[config.mk]
export PLATFORM = sky130hd
export DESIGN_NAME = pt_walker
export DESIGN_NICKNAME = d
export VERILOG_FILES = /design/src/rtl/ptw_pkg.sv /design/src/rtl/ptw_datapath.sv /design/src/rtl/ptw_control.sv /design/src/rtl/pt_walker.sv
export SDC_FILE = /design/constraint.sdc
export NUM_CORES = 1
export LEC_CHECK = 0
export ABC_AREA = 1
export CAP_MARGIN = 25
export CORE_MARGIN = 10
export CORE_UTILIZATION = 43
export DETAILED_ROUTE_END_ITERATION = 8
export GPL_TIMING_DRIVEN = 0
export PLACE_DENSITY = 0.88
export SLEW_MARGIN = 20
export SYNTH_ARGS = -nofsm -noshare
export SYNTH_HDL_FRONTEND = slang
export SYNTH_SLANG_ARGS = --single-unit
[constraint.sdc]
create_clock -name clk -period 3.6 [get_ports clk]
set_clock_uncertainty 0.1 [all_clocks]
set_input_delay 0.72 -clock clk [delete_from_list [all_inputs] [get_ports clk]]
set_output_delay 0.72 -clock clk [all_outputs]
set_load 0.1 [all_outputs]
[src/rtl/ptw_pkg.sv]
package ptw_pkg;
  localparam int AW         = 32;
  localparam int ROOT_IDX_W = 7;
  localparam int PTR_IDX_W  = 7;
  localparam int OFS_4K     = 12;
  localparam int OFS_8K     = 13;
  localparam int ROOT_LSB   = AW - ROOT_IDX_W;
  localparam int PTR_LSB    = ROOT_LSB - PTR_IDX_W;
  localparam int ALIGN_ROOT = ROOT_IDX_W + 2;
  localparam int ALIGN_PTR  = PTR_IDX_W + 2;
  localparam int ALIGN_PG4  = PTR_LSB - OFS_4K + 2;
  localparam int ALIGN_PG8  = PTR_LSB - OFS_8K + 2;

  localparam int B_WP    = 2;
  localparam int B_USED  = 3;
  localparam int B_MOD   = 4;
  localparam int B_SUPER = 7;

  typedef enum logic [1:0] {LV_ROOT, LV_PTR, LV_PAGE, LV_IND} level_e;
  typedef enum logic [2:0] {S_IDLE, S_FETCH, S_EVAL, S_WB, S_DONE} state_e;

  typedef struct packed {
    logic start;
    logic capture;
    logic accWp;
    logic markRes;
    logic stepPtr;
    logic stepPage;
    logic stepInd;
    logic setUsed;
    logic setMod;
  } strobe_t;

  typedef struct packed {
    logic upValid;
    logic pgValid;
    logic pgIndirect;
    logic used;
    logic modified;
    logic wp;
    logic superOnly;
    logic wpSeen;
  } decode_t;
endpackage

[src/rtl/ptw_datapath.sv]
module ptw_datapath
  import ptw_pkg::*;
(
  input  logic          clk,
  input  logic          rstN,
  input  strobe_t       strb,
  input  logic [AW-1:0] reqAddr,
  input  logic          reqSuper,
  input  logic          reqCode,
  input  logic          reqProbe,
  input  logic          pageSize8k,
  input  logic [AW-1:0] rootSuper,
  input  logic [AW-1:0] rootUser,
  input  logic [AW-1:0] memRdata,
  output logic [AW-1:0] memAddr,
  output logic [AW-1:0] memWdata,
  output decode_t       dec,
  output logic [AW-1:0] respPhys,
  output logic [2:0]    respPerm,
  output logic [AW-1:0] respStatus
);
  localparam logic [AW-1:0] M_ROOT = ~((AW'(1) << ALIGN_ROOT) - AW'(1));
  localparam logic [AW-1:0] M_PTR  = ~((AW'(1) << ALIGN_PTR) - AW'(1));
  localparam logic [AW-1:0] M_PG4  = ~((AW'(1) << ALIGN_PG4) - AW'(1));
  localparam logic [AW-1:0] M_PG8  = ~((AW'(1) << ALIGN_PG8) - AW'(1));
  localparam logic [AW-1:0] M_OFS4 = (AW'(1) << OFS_4K) - AW'(1);
  localparam logic [AW-1:0] M_OFS8 = (AW'(1) << OFS_8K) - AW'(1);

  logic [AW-1:0] vaQ, entryQ, descQ;
  logic big8kQ, probeQ, codeQ, wpSeenQ, resQ;
  logic [AW-1:0] rootBase, ofsMask, pageBase;

  assign rootBase = reqSuper ? rootSuper : rootUser;
  assign ofsMask  = big8kQ ? M_OFS8 : M_OFS4;
  assign pageBase = descQ & ~ofsMask;

  always_ff @(posedge clk) begin
    if (!rstN) begin
      vaQ <= '0; entryQ <= '0; descQ <= '0;
      big8kQ <= 1'b0; probeQ <= 1'b0; codeQ <= 1'b0;
      wpSeenQ <= 1'b0; resQ <= 1'b0;
    end else begin
      if (strb.start) begin
        vaQ     <= reqAddr;
        big8kQ  <= pageSize8k;
        probeQ  <= reqProbe;
        codeQ   <= reqCode;
        wpSeenQ <= 1'b0;
        resQ    <= 1'b0;
        entryQ  <= (rootBase & M_ROOT) | (AW'(reqAddr[AW-1:ROOT_LSB]) << 2);
      end
      if (strb.capture) descQ <= memRdata;
      if (strb.accWp)   wpSeenQ <= wpSeenQ | descQ[B_WP];
      if (strb.markRes) resQ <= 1'b1;
      if (strb.stepPtr)
        entryQ <= (descQ & M_ROOT) | (AW'(vaQ[ROOT_LSB-1:PTR_LSB]) << 2);
      if (strb.stepPage)
        entryQ <= big8kQ ? ((descQ & M_PG8) | (AW'(vaQ[PTR_LSB-1:OFS_8K]) << 2))
                         : ((descQ & M_PG4) | (AW'(vaQ[PTR_LSB-1:OFS_4K]) << 2));
      if (strb.stepInd)
        entryQ <= {descQ[AW-1:2], 2'b00};
    end
  end

  assign memAddr  = entryQ;
  assign memWdata = descQ | (AW'(strb.setUsed) << B_USED) | (AW'(strb.setMod) << B_MOD);

  assign dec.upValid    = descQ[1];
  assign dec.pgValid    = descQ[1:0] != 2'b00;
  assign dec.pgIndirect = descQ[1:0] == 2'b10;
  assign dec.used       = descQ[B_USED];
  assign dec.modified   = descQ[B_MOD];
  assign dec.wp         = descQ[B_WP];
  assign dec.superOnly  = descQ[B_SUPER];
  assign dec.wpSeen     = wpSeenQ;

  assign respPhys = pageBase | (vaQ & ofsMask);
  assign respPerm = {codeQ, ~wpSeenQ, 1'b1};

  always_comb begin
    respStatus = '0;
    if (probeQ) begin
      if (resQ) respStatus = {pageBase[AW-1:12], descQ[11:5], 2'b00, wpSeenQ, 1'b0, 1'b1};
      else      respStatus = AW'(wpSeenQ) << 2;
    end
  end

  // once protection is seen it stays until the next walk starts
  a_r4_wp_sticky: assert property (@(posedge clk) disable iff (!rstN)
    wpSeenQ && !strb.start |=> wpSeenQ);
  // resident flag only with a leaf descriptor that was captured
  a_r9_res_after_capture: assert property (@(posedge clk) disable iff (!rstN)
    strb.markRes |-> !strb.start);
endmodule

[src/rtl/ptw_control.sv]
module ptw_control
  import ptw_pkg::*;
(
  input  logic    clk,
  input  logic    rstN,
  input  logic    reqValid,
  input  logic    reqSuper,
  input  logic    reqStore,
  input  logic    reqDebug,
  input  logic    memAck,
  input  logic    memErr,
  input  decode_t dec,
  output logic    reqReady,
  output logic    memReq,
  output logic    memWe,
  output strobe_t strb,
  output logic    respValid,
  output logic    respFault
);
  state_e stateQ, nState;
  level_e levelQ, nLevel;
  logic faultQ, nFault, superQ, storeQ, debugQ;
  logic wpNow, isPage, wantMod, needWb, doPost;

  assign wpNow   = dec.wpSeen | dec.wp;
  assign isPage  = (levelQ == LV_PAGE) || (levelQ == LV_IND);
  assign wantMod = storeQ && !wpNow;
  assign needWb  = !dec.used || (isPage && wantMod && !dec.modified);

  always_comb begin
    strb   = '0;
    nState = stateQ;
    nLevel = levelQ;
    nFault = faultQ;
    doPost = 1'b0;
    unique case (stateQ)
      S_IDLE: if (reqValid) begin
        strb.start = 1'b1; nState = S_FETCH; nLevel = LV_ROOT; nFault = 1'b0;
      end
      S_FETCH: if (memAck) begin
        if (memErr) begin nFault = 1'b1; nState = S_DONE; end
        else begin strb.capture = 1'b1; nState = S_EVAL; end
      end
      S_EVAL: begin
        if (!isPage) begin
          if (!dec.upValid) begin nFault = 1'b1; nState = S_DONE; end
          else begin
            strb.accWp = 1'b1;
            if (needWb && !debugQ) nState = S_WB; else doPost = 1'b1;
          end
        end else if (levelQ == LV_PAGE && !dec.pgValid) begin
          nFault = 1'b1; nState = S_DONE;
        end else if (levelQ == LV_PAGE && dec.pgIndirect) begin
          strb.stepInd = 1'b1; nLevel = LV_IND; nState = S_FETCH;
        end else begin
          strb.accWp = 1'b1; strb.markRes = 1'b1;
          if (needWb && !debugQ) nState = S_WB; else doPost = 1'b1;
        end
      end
      S_WB: begin
        strb.setUsed = 1'b1;
        strb.setMod  = isPage && wantMod;
        if (memAck) begin
          if (memErr) begin nFault = 1'b1; nState = S_DONE; end
          else doPost = 1'b1;
        end
      end
      S_DONE: nState = S_IDLE;
      default: nState = S_IDLE;
    endcase
    if (doPost) begin
      if (storeQ && wpNow) begin nFault = 1'b1; nState = S_DONE; end
      else if (isPage && dec.superOnly && !superQ) begin nFault = 1'b1; nState = S_DONE; end
      else if (levelQ == LV_ROOT) begin strb.stepPtr = 1'b1; nLevel = LV_PTR; nState = S_FETCH; end
      else if (levelQ == LV_PTR) begin strb.stepPage = 1'b1; nLevel = LV_PAGE; nState = S_FETCH; end
      else nState = S_DONE;
    end
  end

  always_ff @(posedge clk) begin
    if (!rstN) begin
      stateQ <= S_IDLE; levelQ <= LV_ROOT; faultQ <= 1'b0;
      superQ <= 1'b0; storeQ <= 1'b0; debugQ <= 1'b0;
    end else begin
      stateQ <= nState; levelQ <= nLevel; faultQ <= nFault;
      if (strb.start) begin
        superQ <= reqSuper; storeQ <= reqStore; debugQ <= reqDebug;
      end
    end
  end

  assign reqReady  = stateQ == S_IDLE;
  assign memReq    = (stateQ == S_FETCH) || (stateQ == S_WB);
  assign memWe     = stateQ == S_WB;
  assign respValid = stateQ == S_DONE;
  assign respFault = faultQ;

  // a debug walk never writes memory
  a_r3_debug_no_write: assert property (@(posedge clk) disable iff (!rstN)
    memWe |-> !debugQ);
  // an access waits for its acknowledge
  a_r11_hold_req: assert property (@(posedge clk) disable iff (!rstN)
    memReq && !memAck |=> memReq && $stable(memWe));
  // response is a single pulse that returns to idle
  a_r11_one_resp: assert property (@(posedge clk) disable iff (!rstN)
    respValid |=> !respValid && reqReady);
endmodule

[src/rtl/pt_walker.sv]
module pt_walker
  import ptw_pkg::*;
(
  input  logic          clk,
  input  logic          rstN,
  input  logic          reqValid,
  output logic          reqReady,
  input  logic [31:0]   reqAddr,
  input  logic          reqSuper,
  input  logic          reqCode,
  input  logic          reqStore,
  input  logic          reqProbe,
  input  logic          reqDebug,
  input  logic          pageSize8k,
  input  logic [31:0]   rootSuper,
  input  logic [31:0]   rootUser,
  output logic          memReq,
  output logic          memWe,
  output logic [31:0]   memAddr,
  output logic [31:0]   memWdata,
  input  logic [31:0]   memRdata,
  input  logic          memAck,
  input  logic          memErr,
  output logic          respValid,
  output logic          respFault,
  output logic [31:0]   respPhys,
  output logic [2:0]    respPerm,
  output logic [31:0]   respStatus
);
  strobe_t strb;
  decode_t dec;

  ptw_control u_ctrl (
    .clk, .rstN, .reqValid, .reqSuper, .reqStore, .reqDebug,
    .memAck, .memErr, .dec, .reqReady, .memReq, .memWe,
    .strb, .respValid, .respFault
  );

  ptw_datapath u_dp (
    .clk, .rstN, .strb, .reqAddr, .reqSuper, .reqCode, .reqProbe,
    .pageSize8k, .rootSuper, .rootUser, .memRdata, .memAddr, .memWdata,
    .dec, .respPhys, .respPerm, .respStatus
  );

  // the address stays put while an access is pending
  a_r11_addr_hold: assert property (@(posedge clk) disable iff (!rstN)
    memReq && !memAck |=> $stable(memAddr));
endmodule

# [Word level (Yosys, flattened, before mapping)]
# Index checks and enable logic that the tools add are counted.
[op_classes] add_sub_neg=0 multipliers=0 n_div=0 n_lt_le_gt_ge=0 n_eq_ne=12 shift=0 muxes=76 n_bitwise=13 reduce_logical=28
[ops] op="2-to-1 mux 32 bit" n=8
[ops] op="bitwise AND 32 bit" n=2
[ops] op="bitwise OR 32 x 9 -> 32 bit" n=2
[ops] op="2-to-1 mux 3 bit" n=15
[ops] op="2-to-1 mux 1 bit" n=32
[ops] op="2-to-1 mux 2 bit" n=16
[ops] op="NOT 32 bit" n=1
[ops] op="bitwise OR 32 bit" n=1
[ops] op="bitwise OR 32 x 4 -> 32 bit" n=1
[ops] op="bitwise OR 32 x 5 -> 32 bit" n=1
[ops] op="bitwise OR 32 x 7 -> 32 bit" n=1
[ops] op="bitwise OR 32 x 8 -> 32 bit" n=1
[ops] op="2-to-1 mux 13 bit" n=1
[ops] op="case mux 3 bit (4 select lines)" n=1
[ops] op="logical AND 1 bit" n=9
[ops] op="equality test 2 bit (second input constant)" n=3
[ops] op="equality test 3 x 2 -> 1 bit (second input constant)" n=2
[ops] op="logical NOT 1 bit" n=6
[ops] op="!= test 3 x 1 -> 1 bit (second input constant)" n=2
[ops] op="!= test 3 x 2 -> 1 bit (second input constant)" n=2
[ops] op="nonzero test 2 bit" n=3
[ops] op="case mux 2 bit (2 select lines)" n=1
[ops] op="AND reduction 4 bit" n=1
[ops] op="nonzero test 4 bit" n=1
[ops] op="12 further kinds" n=16
[word_totals] register_bits=110 latchBits=0 ramBits=0 romBits=0 input_bits=139 out_inout_bits=136 n_memories=0

# [Longest topological paths before layout]
# Gate-level depths: netlist of the first run.
[depth] depth_word=16 mapped_depth=16 depth_no_buf=14

# [Hierarchy]
# Synthesis of the first run repeated with hierarchy kept, for this count alone.
[unflattened] hier_cells=884 hier_area_um2=5592.9
[by_module_without_submodules] module="ptw_datapath" instances=1 cells_each=774 area_per_inst_um2=4917.2
[by_module_without_submodules] module="ptw_control" instances=1 cells_each=110 area_per_inst_um2=675.6

# [Least setup slack after synthesis of the first run]
# OpenSTA, ideal clock, no wires.
[synth_timing] path_kind="register to output" from="register u_dp.big8kQ" to="output port respPhys[12]" arrival_ns=2.804 required_ns=2.780 slack_ns=-0.024 path_stages_with_launch=4 n_path_buf=1 cell_sequence="dfxtp_1 clkbuf_1 inv_1 o21ai_0"
[synth_via] elab_chain_cells=4 word_cells_on_any_way=5
[synth_lines] item="start: declaration" line_no="ptw_datapath.sv:30" source="logic big8kQ, probeQ, codeQ, wpSeenQ, resQ;"
[synth_lines] item="start signal: assignment" line_no="ptw_datapath.sv:45" source="big8kQ <= pageSize8k;"
[synth_lines] item="2-to-1 mux 13 bit (*)" line_no="ptw_datapath.sv:34" source="assign ofsMask = big8kQ ? M_OFS8 : M_OFS4;"
[synth_lines] item="NOT 32 bit" line_no="ptw_datapath.sv:35" source="assign pageBase = descQ & ~ofsMask;"
[synth_lines] item="bitwise AND 32 bit" line_no="ptw_datapath.sv:35"
[synth_lines] item="bitwise OR 32 bit (*)" line_no="ptw_datapath.sv:77" source="assign respPhys = pageBase | (vaQ & ofsMask);"
[synth_lines] item="end: declaration" line_no="pt_walker.sv:26" source="output logic [31:0] respPhys,"
# Mark *: on every way between the ends. The rest lies on a longest branch, timed or not.

# [Worst setup path after layout of the first run]
[layout_timing] from="register u_dp.probeQ" to="output port respStatus[22]"
[layout_via] elab_chain_cells=1
[layout_lines] item="start: declaration" line_no="ptw_datapath.sv:30"
[layout_lines] item="start signal: assignment" line_no="ptw_datapath.sv:46" source="probeQ <= reqProbe;"
[layout_lines] item="2-to-1 mux 32 bit" line_no="ptw_datapath.sv:82" source="if (probeQ) begin"
[layout_lines] item="end: declaration" line_no="pt_walker.sv:28" source="output logic [31:0] respStatus"
# No other way between the ends.

==> out/metrics.csv, run 1 <==
stage;metric;value;unit
clock_tree;cts_tree;yes;
synth;synth_area;5330;um2
clock_tree;cts_max_level;3;
worst_setup_path;path_class;reg -> out;
clock_tree;clockRootBuffer;clkbuf_16;
layout;post-route-cell-area;8320;um2
worst_setup_path;critical_path_arrival;2630;ps
sta;clock.fmax;290;MHz
global_routing;busiest_layer;met2;
global_routing;globalRouteMet2Util;41.0;%
global_routing;antenna_found_initial;0;
clock_tree;cts.clk_slew.worst_paths;70;ps
route;routed_via_density;4.93;
power;p_per_area;434;nW/um2
clock_tree;clockBufferDepth;2;
die;start_util;44.2;%
synth;synth_edf_count;0;
worst_setup_path;path_cells;nand2_1 > clkbuf_1 > nor2_1 > dlygate4sd2_1;
route;drc;0;
worst_setup_path;cp-start-kind;flop;
die;ioPinCount;275;
die;core;12100;um2
placement;gp_congestion;0.934;
synth;yosysUniqueCellTypes;36;
worst_setup_path;cp-end-kind;output port;
synth;synth_top_cell_by_area;dfxtp_1;
layout;fill_cells;1054;
worst_setup_path;cp_max_fo;10;
placement;port_buffers;249;
placement;dp.cells;1184;
global_routing;grt_pass1_vias;5845;
worst_setup_path;cp_slowest_cell;dlygate4sd2_1;
clock_tree;postCtsSetupBuffers;0;
layout;layout.cells.non_filler;1199;
placement;dpl.hpwl;16900;um
die;die_w;131;um
sta;final_max_slew_viol_count;0;
synth;postSynthCellCount;763;
route;vias;5907;
synth;synth_top_area_share;37.9;%
synth;ys_ff_latch;101;
synth;synth.yosys.seq_area_share;37.9;%
worst_setup_path;timing.critical_path.buf_inv;2;
route;dr.first_iter.drc_count;382;
power;ir_worst_vdd;0.000308;V
die;dieArea;17200;um2
sta;setup_viol;0;
layout;area_growth;56.1;%
clock_tree;clock-sinks;101;
layout;diodes;0;
sta;rsz0062_at_grt;false;
sta;tightest_slew;1070;ps
clock_tree;clk_latency;340;ps
global_routing;grt_use_met1;26.1;%
sta;slew_headroom;28.4;%
layout;final_core_util;69.0;%
global_routing;grt_pass1_wl;32400;um
global_routing;grt_start_max_net_pins;16;
synth;ys_warn_count;0;
sta;min_period;3450;ps
die;die_height;131;um
hold_path;hold_class;reg -> reg;
synth;yosysMostFrequentCell;nand2_1;
worst_setup_path;critPathRequiredTime;2780;ps
route;wl;21200;um
global_routing;grtUsageMet3;6.52;%
sta;final.setup.tns;0;ps
run;maxCapViolCount;0;
status;outcome;finished clean;
placement;placed_area;8050;um2
global_routing;gr-total-overflow;0;
worst_setup_path;critPathMaxStageDelay;920;ps
synth;synth_flop_cell;dfxtp_1;
global_routing;grtUsageTotal;23.2;%
synth;yosys-top-cells-count;175 x nand2_1, 101 x dfxtp_1, 85 x nor2_1;
layout;drive_above_1_share;12.9;%
worst_setup_path;crit_family;buffers and inverters;
power;p_leak;3.51;nW
route;detail-route-antenna-nets;0;
synth;yosys-top-cells-area;dfxtp_1 38%, nand2_1 12%, a21oi_1 6.5%;
die;fp-row-count;40;
route;drtPass1Iterations;7;
synth;async_flop_share;0;%
clock_tree;cts_buffers;9;
sta;fin_crit_sh;95.9;%
synth;avgSynthCellArea;6.98;um2
route;wl_per_cell;17.7;um
sta;hold_viol_final;0;
layout;nets;1166;
## worst register-to-register path, delay by kind of cell, from the launching register on
kind                   cells  cell delay, ps
DFF                        1             400
buffers and inverters      3             530
AOI/OAI and AO/OA          2             430
and+or+nand+nor            3             550
## stage by stage
step                      hold slack (ps)  total power (W)  worst slack [ps]
after floorplan                       330          0.00224               367
after global placement                350          0.00263               286
after detailed placement              353          0.00264               248
after CTS                             363          0.00361              41.0
after global routing                  388          0.00373               133
final                                 363          0.00361               147
## path summary, 6_finish.rpt
check	cells past startpoint	end	start	slack, ps
worst max-delay path	4	respStatus[22]	u_dp.probeQ	150
worst min-delay path	2	u_ctrl.debugQ	u_ctrl.debugQ	360
worst max register to register	8	u_dp.descQ[5]	u_ctrl.stateQ[0]	1460
worst min register to register	2	u_ctrl.debugQ	u_ctrl.debugQ	360
## layer usage
layer | vias to the layer above | share of wire [%]
met3 | 43 | 7.7
met2 | 251 | 50
met1 | 2713 | 39
met5 | - | 0
li1 | 2900 | -
met4 | 0 | 2.9
## power breakdown
part	internal [W]	leakage, nW	switching, W
Clock	0.000557	0.139	0.000435
Sequential	0.00120	0.827	0.0000636
Combinational	0.000400	2.55	0.000950
Total	0.00216	3.51	0.00145
## cell usage in the layout, fill, tap and decap left out, drive strengths merged, types with 7 or more instances in the layout
master,Yosys,routed
clkdlybuf4s50,0,229
nand2,190,190
dfxtp,101,101
nor2,90,90
a21oi,85,85
inv,83,83
o21ai,72,72
buf,60,60
clkbuf,22,34
nand3,26,26
dlygate4sd2,0,19
mux2i,12,12
nand4,7,7
## logic make-up (layout without fill, tap and decap cells)
logic type	after synthesis	in the layout	synth area share, %
simple gates	320	320	26.3
mux	12	12	2.25
buf+inv	167	431	16.3
compound gates	161	161	17.0
flops	101	101	37.9
other cells	2	6	0.141
## area by class of cell
class	instances	area (um2)	area share [%]
clock inverter	3	46.3	0.557
clock buffer	12	246	2.96
timing repair buffer	249	2470	29.7
buffer	82	552	6.63
sequential	101	2020	24.3
multi-input combinational	499	2450	29.5
inverter	85	319	3.84
tap	168	210	2.53
## registers in the layout, indices dropped and copies added, names as in the netlist, 2 cells and up
| name | flops |
|---|---|
| u_dp.memAddr | 30 |
| u_ctrl.stateQ | 3 |
| u_ctrl.levelQ | 2 |
| u_dp.vaQ | 25 |
| u_dp.descQ | 32 |
## repair_timing
item                       in CTS  in global routing
gates resized for setup        19                  1
hold buffers                    0                  0
setup endpoints to repair      19                  1
Note: power is estimated with default switching activity, not from simulation.
==> run 2: changes to the inputs <==
--- a/config.mk
+++ b/config.mk
@@ -6,12 +6,11 @@
 export NUM_CORES = 1
 export LEC_CHECK = 0
 export ABC_AREA = 1
-export CAP_MARGIN = 25
 export CORE_MARGIN = 10
-export CORE_UTILIZATION = 43
+export CORE_UTILIZATION = 40
 export DETAILED_ROUTE_END_ITERATION = 8
 export GPL_TIMING_DRIVEN = 0
-export PLACE_DENSITY = 0.88
+export PLACE_DENSITY = 0.83
 export SLEW_MARGIN = 20
 export SYNTH_ARGS = -nofsm -noshare
 export SYNTH_HDL_FRONTEND = slang
==> constraint.sdc (replaced) <==
create_clock -name clk -period 3.8 [get_ports clk]
set_clock_uncertainty 0.1 [all_clocks]
set_input_delay 0.76 -clock clk [delete_from_list [all_inputs] [get_ports clk]]
set_output_delay 0.76 -clock clk [all_outputs]
set_load 0.1 [all_outputs]
==> run 2 against run 1 <==
  * Total power is 4.3% lower
  * Die area is 6.3% higher
  * Count of clock-buffer cells in the layout is 1 higher
  * Via count is 1.6% lower
  * Setup slack better by 57 ps
==> out/metrics.csv, run 2 (synthesis gave the netlist of run 1 again) <==
stage;metric;value;unit
die;ioPinCount;275;
clock_tree;clockRootBuffer;clkbuf_16;
layout;area_growth;57.1;%
layout;final_common_cell;clkdlybuf4s50_1;
sta;min_period;3600;ps
power;p_leak;3.45;nW
worst_setup_path;cp_max_fo;10;
power;p_per_area;412;nW/um2
layout;post-route-cell-area;8370;um2
run;maxCapViolCount;0;
clock_tree;cts_max_level;3;
global_routing;gr-total-overflow;0;
die;fp-row-count;42;
worst_setup_path;critical_path_arrival;2740;ps
placement;gp_congestion;0.917;
placement;port_buffers;249;
global_routing;grt_start_max_net_pins;16;
sta;final.setup.tns;0;ps
route;dr.first_iter.drc_count;380;
clock_tree;cts_buffers;9;
route;detail-route-antenna-nets;0;
die;start_util;40.6;%
route;wl;21200;um
placement;dpl.hpwl;16700;um
sta;setup_viol;0;
status;outcome;finished clean;
die;die_w;135;um
worst_setup_path;critPathRequiredTime;2940;ps
clock_tree;cts_tree;yes;
layout;fill_cells;1183;
layout;final_cell_mix;247 x clkdlybuf4s50_1, 175 x nand2_1, 101 x dfxtp_1, 85 x nor2_1, 74 x inv_1;
sta;clock.fmax;278;MHz
sta;slew_headroom;26.1;%
sta;whs;365;ps
route;vias;5811;
sta;setup_ws;204;ps
global_routing;antenna_found_initial;0;
sta;hold_viol_final;0;
layout;drive_above_1_share;13.1;%
route;wl_per_cell;17.5;um
global_routing;grt_pass1_vias;5772;
route;drtPass1Iterations;5;
route;highest_layer;met4;
global_routing;grtUsageTotal;22.5;%
route;drc;0;
clock_tree;clock-sinks;101;
route;wl_met1;8220;um
layout;largest_reg_flops;32;
sta;fin_crit_sh;94.6;%
die;dieArea;18300;um2
layout;nets;1166;
layout;diodes;0;
layout;top_register;u_dp.descQ;
clock_tree;cts-hold-fix-buffers;0;
clock_tree;postCtsSetupBuffers;0;
route;wl_met3;2040;um
placement;place_ws;496;ps
route;routed_via_density;4.81;
die;core;13100;um2
layout;final_core_util;63.7;%
route;wl_met2;10400;um
global_routing;grt_pass1_wl;32100;um
power;ir_worst_vdd;0.000316;V
die;die_height;135;um
clock_tree;cts.clk_slew.worst_paths;70;ps
placement;placed_area;8060;um2
sta;final_max_slew_viol_count;0;
sta;tightest_slew;1100;ps
clock_tree;clockBufferDepth;2;
sta;rsz0062_at_grt;false;
clock_tree;clk_latency;350;ps
worst_setup_path;cp-end-kind;output port;
worst_setup_path;cp-start-kind;flop;
hold_path;hold_class;reg -> reg;
worst_setup_path;path_class;reg -> out;
## run 2: final timing paths
| path | depth (start not counted) | to | slack, ps | start |
|---|---|---|---|---|
| worst min-delay path | 2 | u_ctrl.debugQ | 370 | u_ctrl.debugQ |
| worst min register to register | 2 | u_ctrl.debugQ | 370 | u_ctrl.debugQ |
| worst max register to register | 8 | u_dp.descQ[5] | 1760 | u_ctrl.stateQ[0] |
| worst max-delay path | 4 | respStatus[21] | 200 | u_dp.probeQ |
## run 2: power breakdown
part	switching, W	leakage, nW	internal [W]
clock network	0.000408	0.152	0.000564
logic	0.000902	2.47	0.000379
registers	0.0000594	0.827	0.00114
## run 2: metrics by stage
stage / power [W] / std cells
floorplan: 0.00212 / 767
global placement: 0.00249 / 1192
detailed placement: 0.00250 / 1192
CTS: 0.00347 / 1208
global route: 0.00359 / 1208
finish: 0.00345 / 1208
## run 2: what timing repair did
item,4_1_cts,5_1_grt
setup endpoints to repair,0,2
endpoints found under the hold margin,0,0
resized for setup,0,2
## run 2: per-layer routing
metal  up-vias  track usage (%)
li1       2895                -
met1      2674             25.1
met2       217             38.8
met3        25             8.98
met4         0             6.64
met5         -                0
## run 2: area by class of cell
class	count	area [um2]	share of cell area [%]
plain buffers	82	552	6.59
multi-input cells	499	2450	29.3
well taps	176	220	2.63
clock inverters	3	42.5	0.508
inverters	85	319	3.81
clock buffers	13	270	3.23
repair buffers	249	2500	29.8
flip-flops and latches	101	2020	24.1
## run 2: worst max-delay path: stages, from the launching register on
cell	delay, ps
dfxtp_1	350
nand2_1	300
clkbuf_1	340
nor2_1	210
clkdlybuf4s50_1	1170
